[config.mk]
export PLATFORM = sky130hd
export DESIGN_NAME = icSoftPrio
export DESIGN_NICKNAME = d
export VERILOG_FILES = /design/src/rtl/icSoftPrioPkg.sv /design/src/rtl/icSoftPrioDatapath.sv /design/src/rtl/icSoftPrioControl.sv /design/src/rtl/icSoftPrio.sv
export SDC_FILE = /design/constraint.sdc
export NUM_CORES = 1
export LEC_CHECK = 0
export ABC_AREA = 1
export BUFFER_PORTS_ARGS = -buffer_cell sky130_fd_sc_hd__buf_2
export CAP_MARGIN = 20
export CORE_MARGIN = 3
export CORE_UTILIZATION = 45
export DETAILED_ROUTE_END_ITERATION = 7
export GPL_TIMING_DRIVEN = 1
export PLACE_DENSITY = 0.72
export SYNTH_ARGS = -nofsm -noshare
export SYNTH_HDL_FRONTEND = slang
export SYNTH_SLANG_ARGS = --single-unit
[constraint.sdc]
create_clock -name clk -period 11.5 [get_ports clk]
set_input_delay 1.725 -clock clk [delete_from_list [all_inputs] [get_ports clk]]
set_output_delay 1.725 -clock clk [all_outputs]
set_load 0.01 [all_outputs]
[src/rtl/icSoftPrioPkg.sv]
package icSoftPrioPkg;

  typedef logic [1:0] level_t;

  localparam logic [1:0] CODE_FORBIDDEN = 2'b10;
  localparam logic [1:0] CODE_RESET     = 2'b11;
  localparam level_t     LVL_MAIN       = 2'd0;
  localparam level_t     LVL_TOP        = 2'd3;

  // Strobes from control to datapath
  typedef struct packed {
    logic   take;    // a source is taken this cycle
    logic   pop;     // return at nonzero depth
    logic   nmi;     // taken source is non-maskable
    logic   nmiTop;  // non-maskable source is the top-level one
    level_t level;   // level to load into the status field
  } ctlStrobe_t;

  function automatic level_t codeToLevel(input logic [1:0] code);
    case (code)
      2'b01:   return 2'd1;
      2'b00:   return 2'd2;
      2'b11:   return 2'd3;
      default: return 2'd0;
    endcase
  endfunction

endpackage

[src/rtl/icSoftPrioDatapath.sv]
module icSoftPrioDatapath
  import icSoftPrioPkg::*;
#(
  parameter int NUM_VEC = 8,
  parameter int DEPTH   = 4,
  localparam int IDXW   = (NUM_VEC > 2) ? $clog2(NUM_VEC) : 1,
  localparam int DW     = $clog2(DEPTH + 1)
) (
  input  logic                 clk,
  input  logic                 rstN,
  input  logic [NUM_VEC-1:0]   reqPulse,
  input  logic                 trapPulse,
  input  logic                 topPulse,
  input  logic                 wrEn,
  input  logic [IDXW-1:0]      wrIdx,
  input  logic [1:0]           wrCode,
  input  ctlStrobe_t           stb,
  input  logic [IDXW-1:0]      selIdx,
  output level_t [NUM_VEC-1:0] vecLevel,
  output logic [NUM_VEC-1:0]   vecPend,
  output logic                 trapPend,
  output logic                 topPend,
  output level_t               curLevel,
  output logic [DW-1:0]        depth
);

  // Per-vector priority code and pending flag
  for (genvar g = 0; g < NUM_VEC; g++) begin : gVec
    logic [1:0] codeQ;
    logic       clrHit;

    assign clrHit      = stb.take & ~stb.nmi & (selIdx == IDXW'(g));
    assign vecLevel[g] = codeToLevel(codeQ);

    always_ff @(posedge clk) begin
      if (!rstN) begin
        codeQ      <= CODE_RESET;
        vecPend[g] <= 1'b0;
      end else begin
        if (wrEn && (wrIdx == IDXW'(g)) && (wrCode != CODE_FORBIDDEN))
          codeQ <= wrCode;
        vecPend[g] <= (vecPend[g] & ~clrHit) | reqPulse[g];
      end
    end
  end

  // Non-maskable pending flags
  logic clrTop, clrTrap;
  assign clrTop  = stb.take & stb.nmi & stb.nmiTop;
  assign clrTrap = stb.take & stb.nmi & ~stb.nmiTop;

  always_ff @(posedge clk) begin
    if (!rstN) begin
      topPend  <= 1'b0;
      trapPend <= 1'b0;
    end else begin
      topPend  <= (topPend & ~clrTop) | topPulse;
      trapPend <= (trapPend & ~clrTrap) | trapPulse;
    end
  end

  // Saved-level stack, one entry per nesting depth
  level_t stackQ [DEPTH];
  level_t stackRd;

  for (genvar k = 0; k < DEPTH; k++) begin : gStack
    always_ff @(posedge clk) begin
      if (!rstN)
        stackQ[k] <= LVL_MAIN;
      else if (stb.take && (depth == DW'(k)))
        stackQ[k] <= curLevel;
    end
  end

  always_comb begin
    stackRd = LVL_MAIN;
    for (int k = 0; k < DEPTH; k++)
      if (depth == DW'(k + 1)) stackRd = stackQ[k];
  end

  // Status level and depth
  always_ff @(posedge clk) begin
    if (!rstN) begin
      curLevel <= LVL_MAIN;
      depth    <= '0;
    end else if (stb.take) begin
      curLevel <= stb.level;
      depth    <= depth + DW'(1);
    end else if (stb.pop) begin
      curLevel <= stackRd;
      depth    <= depth - DW'(1);
    end
  end

endmodule

[src/rtl/icSoftPrioControl.sv]
module icSoftPrioControl
  import icSoftPrioPkg::*;
#(
  parameter int NUM_VEC = 8,
  parameter int DEPTH   = 4,
  localparam int IDXW   = (NUM_VEC > 2) ? $clog2(NUM_VEC) : 1,
  localparam int DW     = $clog2(DEPTH + 1)
) (
  input  level_t [NUM_VEC-1:0] vecLevel,
  input  logic [NUM_VEC-1:0]   vecPend,
  input  logic                 trapPend,
  input  logic                 topPend,
  input  level_t               curLevel,
  input  logic [DW-1:0]        depth,
  input  logic                 nestMode,
  input  logic                 retStrobe,
  output ctlStrobe_t           stb,
  output logic [IDXW-1:0]      selIdx
);

  logic            bestHit;
  level_t          bestLvl;
  logic [IDXW-1:0] bestIdx;

  // Highest eligible level; scanning downward with >= keeps the lowest index on a tie
  always_comb begin
    bestHit = 1'b0;
    bestLvl = LVL_MAIN;
    bestIdx = '0;
    for (int i = NUM_VEC - 1; i >= 0; i--) begin
      if (vecPend[i] && (vecLevel[i] > curLevel) && (vecLevel[i] >= bestLvl)) begin
        bestHit = 1'b1;
        bestLvl = vecLevel[i];
        bestIdx = IDXW'(i);
      end
    end
  end

  logic stackFull, maskOpen, blocked;
  assign stackFull = (depth == DW'(DEPTH));
  assign maskOpen  = nestMode | (depth == '0);
  assign blocked   = retStrobe | stackFull;

  always_comb begin
    stb        = '0;
    selIdx     = '0;
    stb.pop    = retStrobe & (depth != '0);
    if (!blocked) begin
      if (topPend) begin
        stb.take   = 1'b1;
        stb.nmi    = 1'b1;
        stb.nmiTop = 1'b1;
        stb.level  = LVL_TOP;
        selIdx     = IDXW'(1);
      end else if (trapPend) begin
        stb.take   = 1'b1;
        stb.nmi    = 1'b1;
        stb.level  = LVL_TOP;
      end else if (maskOpen && bestHit) begin
        stb.take   = 1'b1;
        stb.level  = bestLvl;
        selIdx     = bestIdx;
      end
    end
  end

endmodule

[src/rtl/icSoftPrio.sv]
module icSoftPrio
  import icSoftPrioPkg::*;
#(
  parameter int NUM_VEC = 8,
  parameter int DEPTH   = 4,
  localparam int IDXW   = (NUM_VEC > 2) ? $clog2(NUM_VEC) : 1,
  localparam int DW     = $clog2(DEPTH + 1)
) (
  input  logic               clk,
  input  logic               rstN,
  input  logic [NUM_VEC-1:0] irqPulse,
  input  logic               trapPulse,
  input  logic               topPulse,
  input  logic               prioWrEn,
  input  logic [IDXW-1:0]    prioWrIdx,
  input  logic [1:0]         prioWrCode,
  input  logic               nestMode,
  input  logic               retStrobe,
  output logic               takeValid,
  output logic               takeNmi,
  output logic [IDXW-1:0]    takeVec,
  output logic [1:0]         takeLevel,
  output logic [1:0]         curLevel,
  output logic [DW-1:0]      nestDepth
);

  ctlStrobe_t           stb;
  logic [IDXW-1:0]      selIdx;
  level_t [NUM_VEC-1:0] vecLevel;
  logic [NUM_VEC-1:0]   vecPend;
  logic                 trapPend, topPend;

  icSoftPrioDatapath #(.NUM_VEC(NUM_VEC), .DEPTH(DEPTH)) dp_i (
    .clk(clk), .rstN(rstN),
    .reqPulse(irqPulse), .trapPulse(trapPulse), .topPulse(topPulse),
    .wrEn(prioWrEn), .wrIdx(prioWrIdx), .wrCode(prioWrCode),
    .stb(stb), .selIdx(selIdx),
    .vecLevel(vecLevel), .vecPend(vecPend),
    .trapPend(trapPend), .topPend(topPend),
    .curLevel(curLevel), .depth(nestDepth)
  );

  icSoftPrioControl #(.NUM_VEC(NUM_VEC), .DEPTH(DEPTH)) ctl_i (
    .vecLevel(vecLevel), .vecPend(vecPend),
    .trapPend(trapPend), .topPend(topPend),
    .curLevel(curLevel), .depth(nestDepth),
    .nestMode(nestMode), .retStrobe(retStrobe),
    .stb(stb), .selIdx(selIdx)
  );

  assign takeValid = stb.take;
  assign takeNmi   = stb.nmi;
  assign takeVec   = selIdx;
  assign takeLevel = stb.level;

endmodule

==> results of run 1 <==
-- cells in the mapped netlist (2+ instances only) --
cell type and n:
sky130_fd_sc_hd__dfxtp_1 31, sky130_fd_sc_hd__o211ai_1 10, sky130_fd_sc_hd__nand2_2 4, sky130_fd_sc_hd__o21bai_1 7, sky130_fd_sc_hd__nand3_1 26, sky130_fd_sc_hd__nand4_1 11
sky130_fd_sc_hd__a21oi_1 28, sky130_fd_sc_hd__edfxtp_1 8, sky130_fd_sc_hd__nor2_4 3, sky130_fd_sc_hd__nand3_2 3, sky130_fd_sc_hd__o21ai_0 20, sky130_fd_sc_hd__o21ai_2 5
sky130_fd_sc_hd__a21boi_0 2, sky130_fd_sc_hd__ha_1 57, sky130_fd_sc_hd__nand3_4 4, sky130_fd_sc_hd__nor3_1 2, sky130_fd_sc_hd__clkbuf_1 4, sky130_fd_sc_hd__nand2_4 5
sky130_fd_sc_hd__nor2_1 49, sky130_fd_sc_hd__nand2_1 82, sky130_fd_sc_hd__o21ai_1 2, sky130_fd_sc_hd__inv_1 87
-- stage by stage --
stage	utilization (%)	total power (W)	cells	instance area [µm²]	setup WS, ns
global placement	50.3	0.000588	593	3670	2.11
floorplan	-	0.000504	467	3400	2.65
finish	51.4	0.000689	601	3750	1.42
CTS	51.4	0.000694	601	3750	1.44
detailed placement	50.3	0.000601	593	3670	1.79
global route	51.4	0.000767	601	3750	0.569
-- layer usage --
| layer | global-route usage, % | share of wire, % | wire length (µm) |
|---|---|---|---|
| met5 | 0 | 0 | 0 |
| met4 | 4.76 | 1.1 | 78 |
| met3 | 3.01 | 5.8 | 411 |
| met2 | 28.8 | 44 | 3120 |
| met1 | 23.2 | 49 | 3430 |
-- power by group through the flow --
stage                     clock network, W  logic (W)  registers (W)
after global placement                   0   0.000412       0.000175
after global routing              0.000100   0.000490       0.000176
after CTS                        0.0000947   0.000427       0.000173
final                            0.0000914   0.000424       0.000173
after detailed placement                 0   0.000425       0.000176
after floorplan                          0   0.000322       0.000182
-- worst max-delay path by stage --
stage / from / endpoint / cells after the start
finish: dp_i.gVec[7].codeQ[0]$_SDFFE_PN1P_ / takeVec[2] / 57
global route: dp_i.gVec[7].codeQ[0]$_SDFFE_PN1P_ / takeLevel[1] / 58
CTS: dp_i.gVec[7].codeQ[0]$_SDFFE_PN1P_ / takeLevel[1] / 58
detailed placement: dp_i.gVec[7].codeQ[0]$_SDFFE_PN1P_ / takeLevel[1] / 58
global placement: dp_i.gVec[7].codeQ[0]$_SDFFE_PN1P_ / takeLevel[1] / 58
floorplan: dp_i.gVec[7].codeQ[0]$_SDFFE_PN1P_ / takeLevel[1] / 57
-- registers in the layout, indices dropped and copies added, names as in the netlist --
signal	flops
dp_i.vecPend	8
dp_i.curLevel	2
dp_i.topPend	1
dp_i.trapPend	1
dp_i.depth	3
dp_i.gVec.codeQ	16
dp_i.stackQ	8
-- final cells by class --
cell class	count	area [µm²]
clock buffer	6	72.6
clock inverter	2	12.5
fill	753	3540
inverter	90	343
multi-input combinational	333	2180
sequential	39	861
tap	99	124
timing repair buffer	32	163
-- critical path: cells and delay by family (launching register included) --
kind	cells	cell delay, ns
adders and majority gates	9	2.41
and+or+nand+nor	30	3.28
DFF	1	0.38
AOI/OAI and AO/OA	10	1.37
buffers and inverters	8	0.62
-- cells by family after synthesis --
logic type | count (synthesis) | synth area share, %
flip-flops | 39 | 25.3
AO/OA/AOI/OAI | 82 | 15.1
XOR/XNOR | 1 | 0.258
AND/OR/NAND/NOR | 193 | 27.7
buffers and inverters | 95 | 10.7
adder cells (fa/ha/maj) | 57 | 21.0
-- cells in the final DEF (no fill, tap or decap), drive strengths merged, types with 2 or more instances in the layout --
| cell type | count |
|---|---|
| nor3 | 2 |
| nand4 | 11 |
| nand3 | 33 |
| clkinv | 3 |
| a21oi | 30 |
| o21bai | 8 |
| dfxtp | 31 |
| o211ai | 10 |
| clkbuf | 6 |
| a21boi | 3 |
| nand2 | 91 |
| ha | 57 |
| edfxtp | 8 |
| nor2 | 53 |
| inv | 88 |
| buf | 32 |
| o21ai | 27 |
==> impl_metrics.sql, run 1 <==
INSERT INTO impl_metrics (metric_group, metric, value, unit) VALUES
('logic_synthesis', 'yosysWarningCount', '0', ''),
('power_and_ir_drop', 'pwr-share-comb', '61.6', '%'),
('finish', 'final_net_count', '578', ''),
('power_and_ir_drop', 'netSwitchingFraction', '48.7', '%'),
('floorplan', 'core_area', '0.00729', 'mm²'),
('logic_synthesis', 'syn-cell-area', '0.00340', 'mm²'),
('setup_path', 'max_stage_delay', '0.38', 'ns'),
('timing', 'highest_clock_rate', '99.2', 'MHz'),
('routing', 'detail_route.wl_per_cell', '11.7', 'µm'),
('clock_tree', 'clk_pin_slew_worst_paths', '0.08', 'ns'),
('logic_synthesis', 'synth_cell_type_count', '39', ''),
('routing', 'finalWirelength', '7.04', 'mm'),
('placed_design', 'place.detailed.hpwl', '5.72', 'mm'),
('setup_path', 'critPathKind', 'register to output pin', ''),
('clock_tree', 'htreeDepth', '2', ''),
('timing', 'setup-tns-final', '0', 'ns'),
('placed_design', 'io_buffers', '31', ''),
('power_and_ir_drop', 'switching_power_summed_over_all_nets', '0.000336', 'W'),
('logic_synthesis', 'post_synth.cell_area_avg', '7.28', 'µm²'),
('logic_synthesis', 'netlist.top_cell.by_area', 'sky130_fd_sc_hd__ha_1', ''),
('timing', 'final.period_utilization', '87.6', '%'),
('global_route', 'antenna_found_initial', '0', ''),
('timing', 'final_critical_path_time_including_i_o_delays_and_setup', '10.08', 'ns'),
('setup_path', 'critical_path.reg2reg.endpoint', 'dp_i.stackQ[0][1]$_SDFFCE_PN0P_', ''),
('routing', 'post-route-drc-count', '0', ''),
('timing', 'drv_slew', '0', ''),
('logic_synthesis', 'async_reset_ff_share', '0', '%'),
('global_route', 'grt_pass1_wl', '12.3', 'mm'),
('finish', 'n_antenna_cell', '0', ''),
('setup_path', 'critical_path.startpoint_type', 'register', ''),
('power_and_ir_drop', 'vdd_drop_max', '0.0000845', 'V'),
('power_and_ir_drop', 'cellLeakagePower', '2.01', 'nW'),
('global_route', 'gr-usage-all-layers', '17.4', '%'),
('timing', 'worst_clock_skew', '0.00540', 'ns'),
('outcome', 'outcome', 'completed', ''),
('power_and_ir_drop', 'power_density', '184', 'mW/mm²'),
('setup_path', 'critPathMaxFanout', '7', ''),
('routing', 'count_of_nets_left_with_antenna_violations_after_detail_routing', '0', ''),
('timing', 'finalSetupViolCount', '0', ''),
('finish', 'area_growth_syn_to_layout', '10.3', '%'),
('power_and_ir_drop', 'power.sequential.fraction', '25.1', '%'),
('setup_path', 'crit_path_end_kind', 'output pin', ''),
('logic_synthesis', 'synth.top_cells.by_area', 'sky130_fd_sc_hd__ha_1, sky130_fd_sc_hd__dfxtp_1, sky130_fd_sc_hd__inv_1, sky130_fd_sc_hd__nand2_1, sky130_fd_sc_hd__edfxtp_1', ''),
('timing', 'rsz0062_at_grt', 'no', ''),
('setup_path', 'critPathRequiredTime', '9.78', 'ns'),
('timing', 'timing.slew.headroom', '61.6', '%'),
('logic_synthesis', 'syn-num-nets', '544', ''),
('power_and_ir_drop', 'internal-power', '0.000353', 'W'),
('worst_hold_path', 'hold_path_end', 'dp_i.vecPend[0]$_SDFF_PN0_', ''),
('worst_hold_path', 'hp-start', 'dp_i.vecPend[0]$_SDFF_PN0_', ''),
('clock_tree', 'cts.sinks', '39', ''),
('clock_tree', 'total_cts_buffers', '5', ''),
('logic_synthesis', 'synth_cells', '467', ''),
('routing', 'detailedRoute.firstIterationViolations', '156', ''),
('flow_run', 'drv.max_cap_violation_count', '0', ''),
('worst_hold_path', 'hold_path.class', 'register to register', ''),
('logic_synthesis', 'area_fraction_of_the_dominant_cell_type_after_synthesis', '21.0', '%'),
('floorplan', 'die_y', '92.9', 'µm'),
('setup_path', 'crit_top_cell', 'sky130_fd_sc_hd__nand2_1', ''),
('global_route', 'number_of_global_route_vias_before_repair', '2843', ''),
('setup_path', 'reg2reg_depth', '56', ''),
('routing', 'detailroute.via_count', '2988', ''),
('worst_hold_path', 'whs_path_depth', '2', ''),
('placed_design', 'gp_routability_congestion', '0.839', ''),
('setup_path', 'timing.reg2reg.setup_slack', '3.12', 'ns'),
('power_and_ir_drop', 'clock_power_share', '13.3', '%'),
('clock_tree', 'postCtsSetupBuffers', '0', ''),
('clock_tree', 'postCtsHoldBufs', '0', ''),
('routing', 'number_of_search_and_repair_iterations_in_the_first_detailed_routing_pass', '4', ''),
('setup_path', 'worst_ep_arrival_time', '8.35', 'ns'),
('logic_synthesis', 'synth_edf_count', '8', '');
(Power assumes the default switching activity.)
==> run 2, diff against run 1 <==
- ABC_AREA: 1 -> unset
==> run 2 against run 1 <==
- the run now ends with setup timing left
- utilization increased by 10 points
- largest cell class unchanged
- die area is 1.8% lower
- final cell count is 5.3% lower
- worst setup slack got worse by 1.5 ns
- first-iteration DRC count decreased by 7.7%
- critical path depth decreased by 5
- clock skew barely moved
==> impl_metrics.sql, run 2 <==
INSERT INTO impl_metrics (metric_group, metric, value, unit) VALUES
('logic_synthesis', 'seq_area_frac_synth', '25.8', '%'),
('floorplan', 'core_area', '0.00698', 'mm²'),
('routing', 'number_of_search_and_repair_iterations_in_the_first_detailed_routing_pass', '4', ''),
('floorplan', 'floorplan.die.width', '92.1', 'µm'),
('finish', 'area_growth_syn_to_layout', '28.7', '%'),
('logic_synthesis', 'synth_top_cells_by_count', 'sky130_fd_sc_hd__ha_1, sky130_fd_sc_hd__nand2_1, sky130_fd_sc_hd__inv_1', ''),
('finish', 'mostFrequentLayoutCell', 'sky130_fd_sc_hd__ha_1', ''),
('clock_tree', 'tritoncts', 'yes', ''),
('finish', 'largest_register_ffs', '16', ''),
('global_route', 'antenna_found_initial', '0', ''),
('finish', 'mostFrequentLayoutCells', 'sky130_fd_sc_hd__ha_1, sky130_fd_sc_hd__nand2_1, sky130_fd_sc_hd__buf_4', ''),
('finish', 'filler_free_cell_count_of_the_finished_design', '569', ''),
('setup_path', 'crit_path_end_kind', 'output pin', ''),
('clock_tree', 'htreeDepth', '2', ''),
('logic_synthesis', 'netlist.top_cell.by_area', 'sky130_fd_sc_hd__ha_1', ''),
('floorplan', 'placement_rows', '30', ''),
('global_route', 'grt_pass1_wl', '14.0', 'mm'),
('timing', 'hold_violations', '0', ''),
('logic_synthesis', 'synth_cell_type_count', '62', ''),
('timing', 'timing.slew.headroom', '54.5', '%'),
('logic_synthesis', 'postSynthRegisterBits', '39', ''),
('timing', 'worst_clock_skew', '0.00513', 'ns'),
('finish', 'fin_util', '61.5', '%'),
('floorplan', 'die_y', '92.1', 'µm'),
('timing', 'highest_clock_rate', '86.7', 'MHz'),
('routing', 'detailroute.via_count', '3153', ''),
('clock_tree', 'cts.sinks', '39', ''),
('timing', 'drv_slew', '0', ''),
('logic_synthesis', 'syn-cell-area', '0.00333', 'mm²'),
('power_and_ir_drop', 'cellLeakagePower', '2.09', 'nW'),
('setup_path', 'critical_path.startpoint_type', 'register', ''),
('global_route', 'grt.overflow.total', '0', ''),
('clock_tree', 'clkLatencyLatePin', '0.30', 'ns'),
('finish', 'n_antenna_cell', '0', ''),
('clock_tree', 'postCtsHoldBufs', '0', ''),
('timing', 'max_slew.worst_pin.slew', '0.682', 'ns'),
('floorplan', 'die_area', '0.00848', 'mm²'),
('placed_design', 'gp_routability_congestion', '0.875', ''),
('logic_synthesis', 'yosysWarningCount', '0', ''),
('worst_hold_path', 'hold_path.class', 'register to register', ''),
('logic_synthesis', 'area_fraction_of_the_dominant_cell_type_after_synthesis', '21.4', '%'),
('power_and_ir_drop', 'vdd_drop_max', '0.0000712', 'V'),
('finish', 'biggestRegsByFlops', 'dp_i.gVec.codeQ x16, dp_i.stackQ x8, dp_i.vecPend x8', ''),
('routing', 'detailedRoute.firstIterationViolations', '144', ''),
('finish', 'regMostFlops', 'dp_i.gVec.codeQ', ''),
('routing', 'detail_route.wl_per_cell', '15.8', 'µm'),
('setup_path', 'crit_top_cell', 'sky130_fd_sc_hd__nand2b_4', ''),
('logic_synthesis', 'async_reset_ff_share', '0', '%'),
('clock_tree', 'clk_pin_slew_worst_paths', '0.09', 'ns'),
('setup_path', 'worst_ep_arrival_time', '9.81', 'ns'),
('clock_tree', 'total_cts_buffers', '5', ''),
('finish', 'share_of_post_route_cells_with_drive_strength_above_1', '29.0', '%'),
('setup_path', 'crit_slowest_cell', 'sky130_fd_sc_hd__or4_4', ''),
('floorplan', 'design.portCount', '32', ''),
('timing', 'final_critical_path_setup_slack', '-0.0321', 'ns'),
('logic_synthesis', 'dominant_cell_by_count_in_the_synthesized_netlist', 'sky130_fd_sc_hd__ha_1', ''),
('routing', 'count_of_nets_left_with_antenna_violations_after_detail_routing', '0', ''),
('global_route', 'number_of_global_route_vias_before_repair', '2993', ''),
('timing', 'final.period_utilization', '100', '%'),
('routing', 'post-route-drc-count', '0', ''),
('setup_path', 'critPathKind', 'register to output pin', ''),
('setup_path', 'critPathRequiredTime', '9.78', 'ns'),
('clock_tree', 'cts-root-to-sink-buffers', '2', ''),
('global_route', 'grt_max_degree', '40', ''),
('logic_synthesis', 'synth.top_cells.by_area', 'sky130_fd_sc_hd__ha_1, sky130_fd_sc_hd__dfxtp_1, sky130_fd_sc_hd__edfxtp_1, sky130_fd_sc_hd__nand2_1, sky130_fd_sc_hd__inv_1', ''),
('timing', 'final_critical_path_time_including_i_o_delays_and_setup', '11.53', 'ns'),
('routing', 'finalWirelength', '8.99', 'mm'),
('setup_path', 'critPathMaxFanout', '4', ''),
('timing', 'hold-worst-slack', '0.518', 'ns'),
('finish', 'n_fill_cell', '590', ''),
('timing', 'rsz0062_at_grt', 'yes', ''),
('placed_design', 'io_buffers', '31', ''),
('placed_design', 'post-place-cells', '540', ''),
('finish', 'final_net_count', '549', ''),
('global_route', 'gr-usage-all-layers', '20.3', '%'),
('timing', 'finalSetupViolCount', '3', ''),
('floorplan', 'initial_core_util', '47.8', '%'),
('outcome', 'outcome', 'finished with violations', ''),
('clock_tree', 'ctsRootBufferMaster', 'sky130_fd_sc_hd__clkbuf_8', ''),
('setup_path', 'max_stage_delay', '0.55', 'ns'),
('power_and_ir_drop', 'power_density', '198', 'mW/mm²'),
('logic_synthesis', 'post_synth.cell_area_avg', '8.29', 'µm²'),
('logic_synthesis', 'synth_edf_count', '8', ''),
('flow_run', 'drv.max_cap_violation_count', '0', ''),
('logic_synthesis', 'ys_dominant_reg_cell', 'sky130_fd_sc_hd__dfxtp_1', ''),
('placed_design', 'place.detailed.hpwl', '6.30', 'mm'),
('outcome', 'violations_in_the_final_reports', 'setup timing', ''),
('routing', 'avgViaCountPerCell', '5.54', ''),
('logic_synthesis', 'synth_cells', '402', ''),
('logic_synthesis', 'syn-num-nets', '479', '');
## run 2: power by group
group	total, W	internal, W	switching [W]
sequential	0.000178	0.000158	0.0000195
combinational	0.000573	0.000270	0.000303
clock	0.0000977	0.0000424	0.0000553
## run 2: final timing paths
kind,endpoint,depth (start not counted),from,slack (ns)
max,takeLevel[0],52,dp_i.gVec[7].codeQ[0]$_SDFFE_PN1P_,-0.03
min,dp_i.gVec[1].codeQ[0]$_SDFFE_PN1P_,2,dp_i.gVec[1].codeQ[0]$_SDFFE_PN1P_,0.52
max reg2reg,dp_i.curLevel[0]$_SDFFE_PN0P_,54,dp_i.gVec[7].codeQ[0]$_SDFFE_PN1P_,1.37
min reg2reg,dp_i.gVec[1].codeQ[0]$_SDFFE_PN1P_,2,dp_i.gVec[1].codeQ[0]$_SDFFE_PN1P_,0.52
## run 2: layer usage
| metal | global-route usage (%) | share of wire, % |
|---|---|---|
| met5 | 0 | 0 |
| met4 | 3.96 | 1.3 |
| met3 | 4.43 | 4.8 |
| met2 | 34.1 | 47 |
| met1 | 26.9 | 47 |
## run 2: final cells by class
cell class | instances | area, µm² | share of cell area (%)
Multi-Input combinational cell | 315 | 2590 | 60.3
Sequential cell | 39 | 868 | 20.2
Timing Repair Buffer | 72 | 482 | 11.2
Inverter | 39 | 146 | 3.41
Tap cell | 96 | 120 | 2.80
Clock buffer | 5 | 68.8 | 1.60
Clock inverter | 3 | 20.0 | 0.466
## run 2: repair_timing
| item | 4_1_cts | 5_1_grt |
|---|---|---|
| pin swaps | 14 | 36 |
| setup buffers | 7 | 14 |
| resized for setup | 25 | 37 |
| endpoints found under the setup margin | 6 | 6 |
| gates cloned | 0 | 0 |
## run 2: logic make-up after synthesis
family,count (synthesis),share of synthesized area [%]
compound gates,113,25.1
xor+xnor,1,0.263
fa+ha+maj,58,21.7
buf+inv,48,5.67
flops,39,25.8
mux,4,1.24
simple gates,139,20.2
## run 2: critical path, delay by kind of cell, from the launching register on
| family | cells | cell delay, ns |
|---|---|---|
| AO/OA/AOI/OAI | 18 | 2.68 |
| multiplexers | 2 | 0.60 |
| AND/OR/NAND/NOR | 20 | 3.29 |
| buffers and inverters | 3 | 0.33 |
| adder cells (fa/ha/maj) | 9 | 2.23 |
| flip-flops | 1 | 0.37 |
## run 2: stage by stage
step	instance area, µm²	TNS, ns	power [W]	setup WS [ns]
after global placement	3720	-0.192	0.000597	-0.111
final	4290	-0.0746	0.000848	-0.0321
after CTS	3970	0	0.000755	0.00780
after detailed placement	3720	-1.26	0.000611	-0.371
after global routing	4290	-2.23	0.000911	-0.446
after floorplan	3330	0	0.000476	0.0596
==> run 3, diff against run 2 <==
- GPL_TIMING_DRIVEN: 1 -> unset
- SKIP_LAST_GASP: unset -> 1
==> run 3 against run 2 <==
- the flow still finishes with violations (setup timing)
- via count did not move
- die area is the same
- combinational power about the same
- final cell count stayed put
- global-route usage did not move
- clock power about the same
- first-iteration DRC count shrank 7.6%
- total power is 0.25% lower
- worst hold slack did not move
- critical path type unchanged
- critical endpoint unchanged
- highest routed layer unchanged
==> impl_metrics.sql, run 3 (synthesis results as in run 2) <==
INSERT INTO impl_metrics (metric_group, metric, value, unit) VALUES
('outcome', 'outcome', 'finished with violations', ''),
('outcome', 'violations_in_the_final_reports', 'setup timing', ''),
('timing', 'final.period_utilization', '100', '%'),
('finish', 'n_antenna_cell', '0', ''),
('finish', 'biggestRegsByFlops', 'dp_i.gVec.codeQ x16, dp_i.stackQ x8, dp_i.vecPend x8', ''),
('timing', 'timing.slew.headroom', '54.6', '%'),
('floorplan', 'placement_rows', '30', ''),
('clock_tree', 'ctsRootBufferMaster', 'sky130_fd_sc_hd__clkbuf_8', ''),
('setup_path', 'critPathMaxFanout', '4', ''),
('timing', 'setup-tns-final', '-0.0757', 'ns'),
('worst_hold_path', 'whs_path_depth', '2', ''),
('power_and_ir_drop', 'vdd_drop_max', '0.0000712', 'V'),
('floorplan', 'core_area', '0.00698', 'mm²'),
('worst_hold_path', 'hold_path_end', 'dp_i.gVec[1].codeQ[0]$_SDFFE_PN1P_', ''),
('finish', 'largest_register_ffs', '16', ''),
('clock_tree', 'cts.sinks', '39', ''),
('setup_path', 'crit_slowest_cell', 'sky130_fd_sc_hd__or4_4', ''),
('timing', 'finalSetupViolCount', '3', ''),
('finish', 'n_fill_cell', '590', ''),
('setup_path', 'worst_ep_arrival_time', '9.81', 'ns'),
('routing', 'count_of_nets_left_with_antenna_violations_after_detail_routing', '0', ''),
('setup_path', 'critPathRequiredTime', '9.78', 'ns'),
('finish', 'share_of_post_route_cells_with_drive_strength_above_1', '29.0', '%'),
('timing', 'max_slew.worst_pin.slew', '0.682', 'ns'),
('finish', 'fin_util', '61.4', '%'),
('power_and_ir_drop', 'power_density', '197', 'mW/mm²'),
('routing', 'post-route-drc-count', '0', ''),
('routing', 'detailedRoute.firstIterationViolations', '133', ''),
('timing', 'rsz0062_at_grt', 'yes', ''),
('setup_path', 'max_stage_delay', '0.55', 'ns'),
('setup_path', 'crit_path_end_kind', 'output pin', ''),
('timing', 'drv_slew', '0', ''),
('timing', 'final_critical_path_setup_slack', '-0.0305', 'ns'),
('timing', 'hold_violations', '0', ''),
('global_route', 'antenna_found_initial', '0', ''),
('setup_path', 'reg2reg_depth', '53', ''),
('power_and_ir_drop', 'cellLeakagePower', '2.09', 'nW'),
('clock_tree', 'total_cts_buffers', '5', ''),
('floorplan', 'floorplan.die.width', '92.1', 'µm'),
('setup_path', 'worst_r2r_startpoint', 'dp_i.gVec[7].codeQ[0]$_SDFFE_PN1P_', ''),
('timing', 'worst_clock_skew', '0.00510', 'ns'),
('clock_tree', 'clk_pin_slew_worst_paths', '0.09', 'ns'),
('worst_hold_path', 'hp-start', 'dp_i.gVec[1].codeQ[0]$_SDFFE_PN1P_', ''),
('finish', 'regMostFlops', 'dp_i.gVec.codeQ', ''),
('finish', 'final_net_count', '549', ''),
('placed_design', 'place.detailed.hpwl', '6.30', 'mm'),
('clock_tree', 'htreeDepth', '2', ''),
('setup_path', 'critical_path.reg2reg.endpoint', 'dp_i.curLevel[0]$_SDFFE_PN0P_', ''),
('routing', 'avgViaCountPerCell', '5.54', ''),
('setup_path', 'critPathKind', 'register to output pin', ''),
('finish', 'area_growth_syn_to_layout', '28.5', '%'),
('global_route', 'gr-usage-all-layers', '20.3', '%'),
('global_route', 'number_of_global_route_vias_before_repair', '2993', ''),
('floorplan', 'design.portCount', '32', ''),
('placed_design', 'io_buffers', '31', ''),
('routing', 'number_of_search_and_repair_iterations_in_the_first_detailed_routing_pass', '4', ''),
('global_route', 'grt_max_degree', '40', ''),
('floorplan', 'initial_core_util', '47.8', '%'),
('clock_tree', 'cts-root-to-sink-buffers', '2', ''),
('placed_design', 'pre_cts_ws', '-0.371', 'ns'),
('finish', 'mostFrequentLayoutCell', 'sky130_fd_sc_hd__ha_1', ''),
('routing', 'detail_route.wl_per_cell', '15.8', 'µm'),
('floorplan', 'die_area', '0.00848', 'mm²'),
('clock_tree', 'postCtsHoldBufs', '0', ''),
('routing', 'finalWirelength', '8.98', 'mm'),
('global_route', 'grt.overflow.total', '0', ''),
('worst_hold_path', 'hold_path.class', 'register to register', ''),
('placed_design', 'gp_routability_congestion', '0.875', ''),
('setup_path', 'timing.reg2reg.setup_slack', '1.37', 'ns'),
('clock_tree', 'clkLatencyLatePin', '0.30', 'ns'),
('setup_path', 'critical_path.startpoint_type', 'register', ''),
('global_route', 'grt_pass1_wl', '14.0', 'mm'),
('timing', 'highest_clock_rate', '86.7', 'MHz'),
('setup_path', 'crit_top_cell', 'sky130_fd_sc_hd__nand2b_4', ''),
('routing', 'detailroute.via_count', '3153', ''),
('finish', 'mostFrequentLayoutCells', 'sky130_fd_sc_hd__ha_1, sky130_fd_sc_hd__nand2_1, sky130_fd_sc_hd__buf_4', ''),
('power_and_ir_drop', 'p_total', '0.000846', 'W'),
('timing', 'hold-worst-slack', '0.518', 'ns'),
('timing', 'final_critical_path_time_including_i_o_delays_and_setup', '11.53', 'ns'),
('clock_tree', 'tritoncts', 'yes', ''),
('floorplan', 'die_y', '92.1', 'µm'),
('flow_run', 'drv.max_cap_violation_count', '0', '');
==> run 3: cell counts in the layout (fill, tap and decap cells not counted) <==
No cell type changed its count.
==> run 3: worst max-delay path by stage <==
stage,endpoint,startpoint,cells after the start
detailed placement,takeLevel[0],dp_i.gVec[7].codeQ[0]$_SDFFE_PN1P_,52
global placement,takeLevel[0],dp_i.gVec[7].codeQ[0]$_SDFFE_PN1P_,52
global route,takeLevel[0],dp_i.gVec[7].codeQ[0]$_SDFFE_PN1P_,51
CTS,takeLevel[0],dp_i.gVec[7].codeQ[0]$_SDFFE_PN1P_,53
floorplan,takeValid,dp_i.gVec[7].codeQ[0]$_SDFFE_PN1P_,52
finish,takeLevel[0],dp_i.gVec[7].codeQ[0]$_SDFFE_PN1P_,51
==> run 3: routing by layer <==
metal	wire [µm]	track usage, %
met2	4240	34.1
met1	4190	26.9
met4	116	3.96
met5	0	0
met3	433	4.43
==> run 3: power by group <==
part	internal (W)	switching, W
Clock	0.0000424	0.0000553
Sequential	0.000158	0.0000195
Combinational	0.000269	0.000302
Total	0.000469	0.000377
==> run 3: area by class of cell <==
class                           count  area (µm²)  share of cell area (%)
Inverter                           39         146                    3.42
Sequential cell                    39         868                    20.3
Multi-Input combinational cell    315        2590                    60.4
Clock buffer                        5        68.8                    1.61
Tap cell                           96         120                    2.80
Clock inverter                      3        20.0                   0.467
Timing Repair Buffer               72         475                    11.1
==> run 3: per-stage QoR <==
stage,cell area [µm²],cells
6_report,4290,569
5_1_grt,4290,569
4_1_cts,3970,555
3_5_place_dp,3720,540
3_3_place_gp,3720,540
2_1_floorplan,3330,402
==> run 3: critical path: cells and delay by family, from the launching register on <==
family	cells	cell delay, ns
simple gates	18	3.02
compound gates	18	2.73
fa+ha+maj	9	2.35
mux	2	0.60
buf+inv	4	0.45
flops	1	0.37
==> run 3: what timing repair did <==
| item | CTS | global route |
|---|---|---|
| pin swaps | 14 | 36 |
| endpoints found under the setup margin | 6 | 6 |
| setup buffers | 7 | 14 |
| gates resized for setup | 25 | 36 |
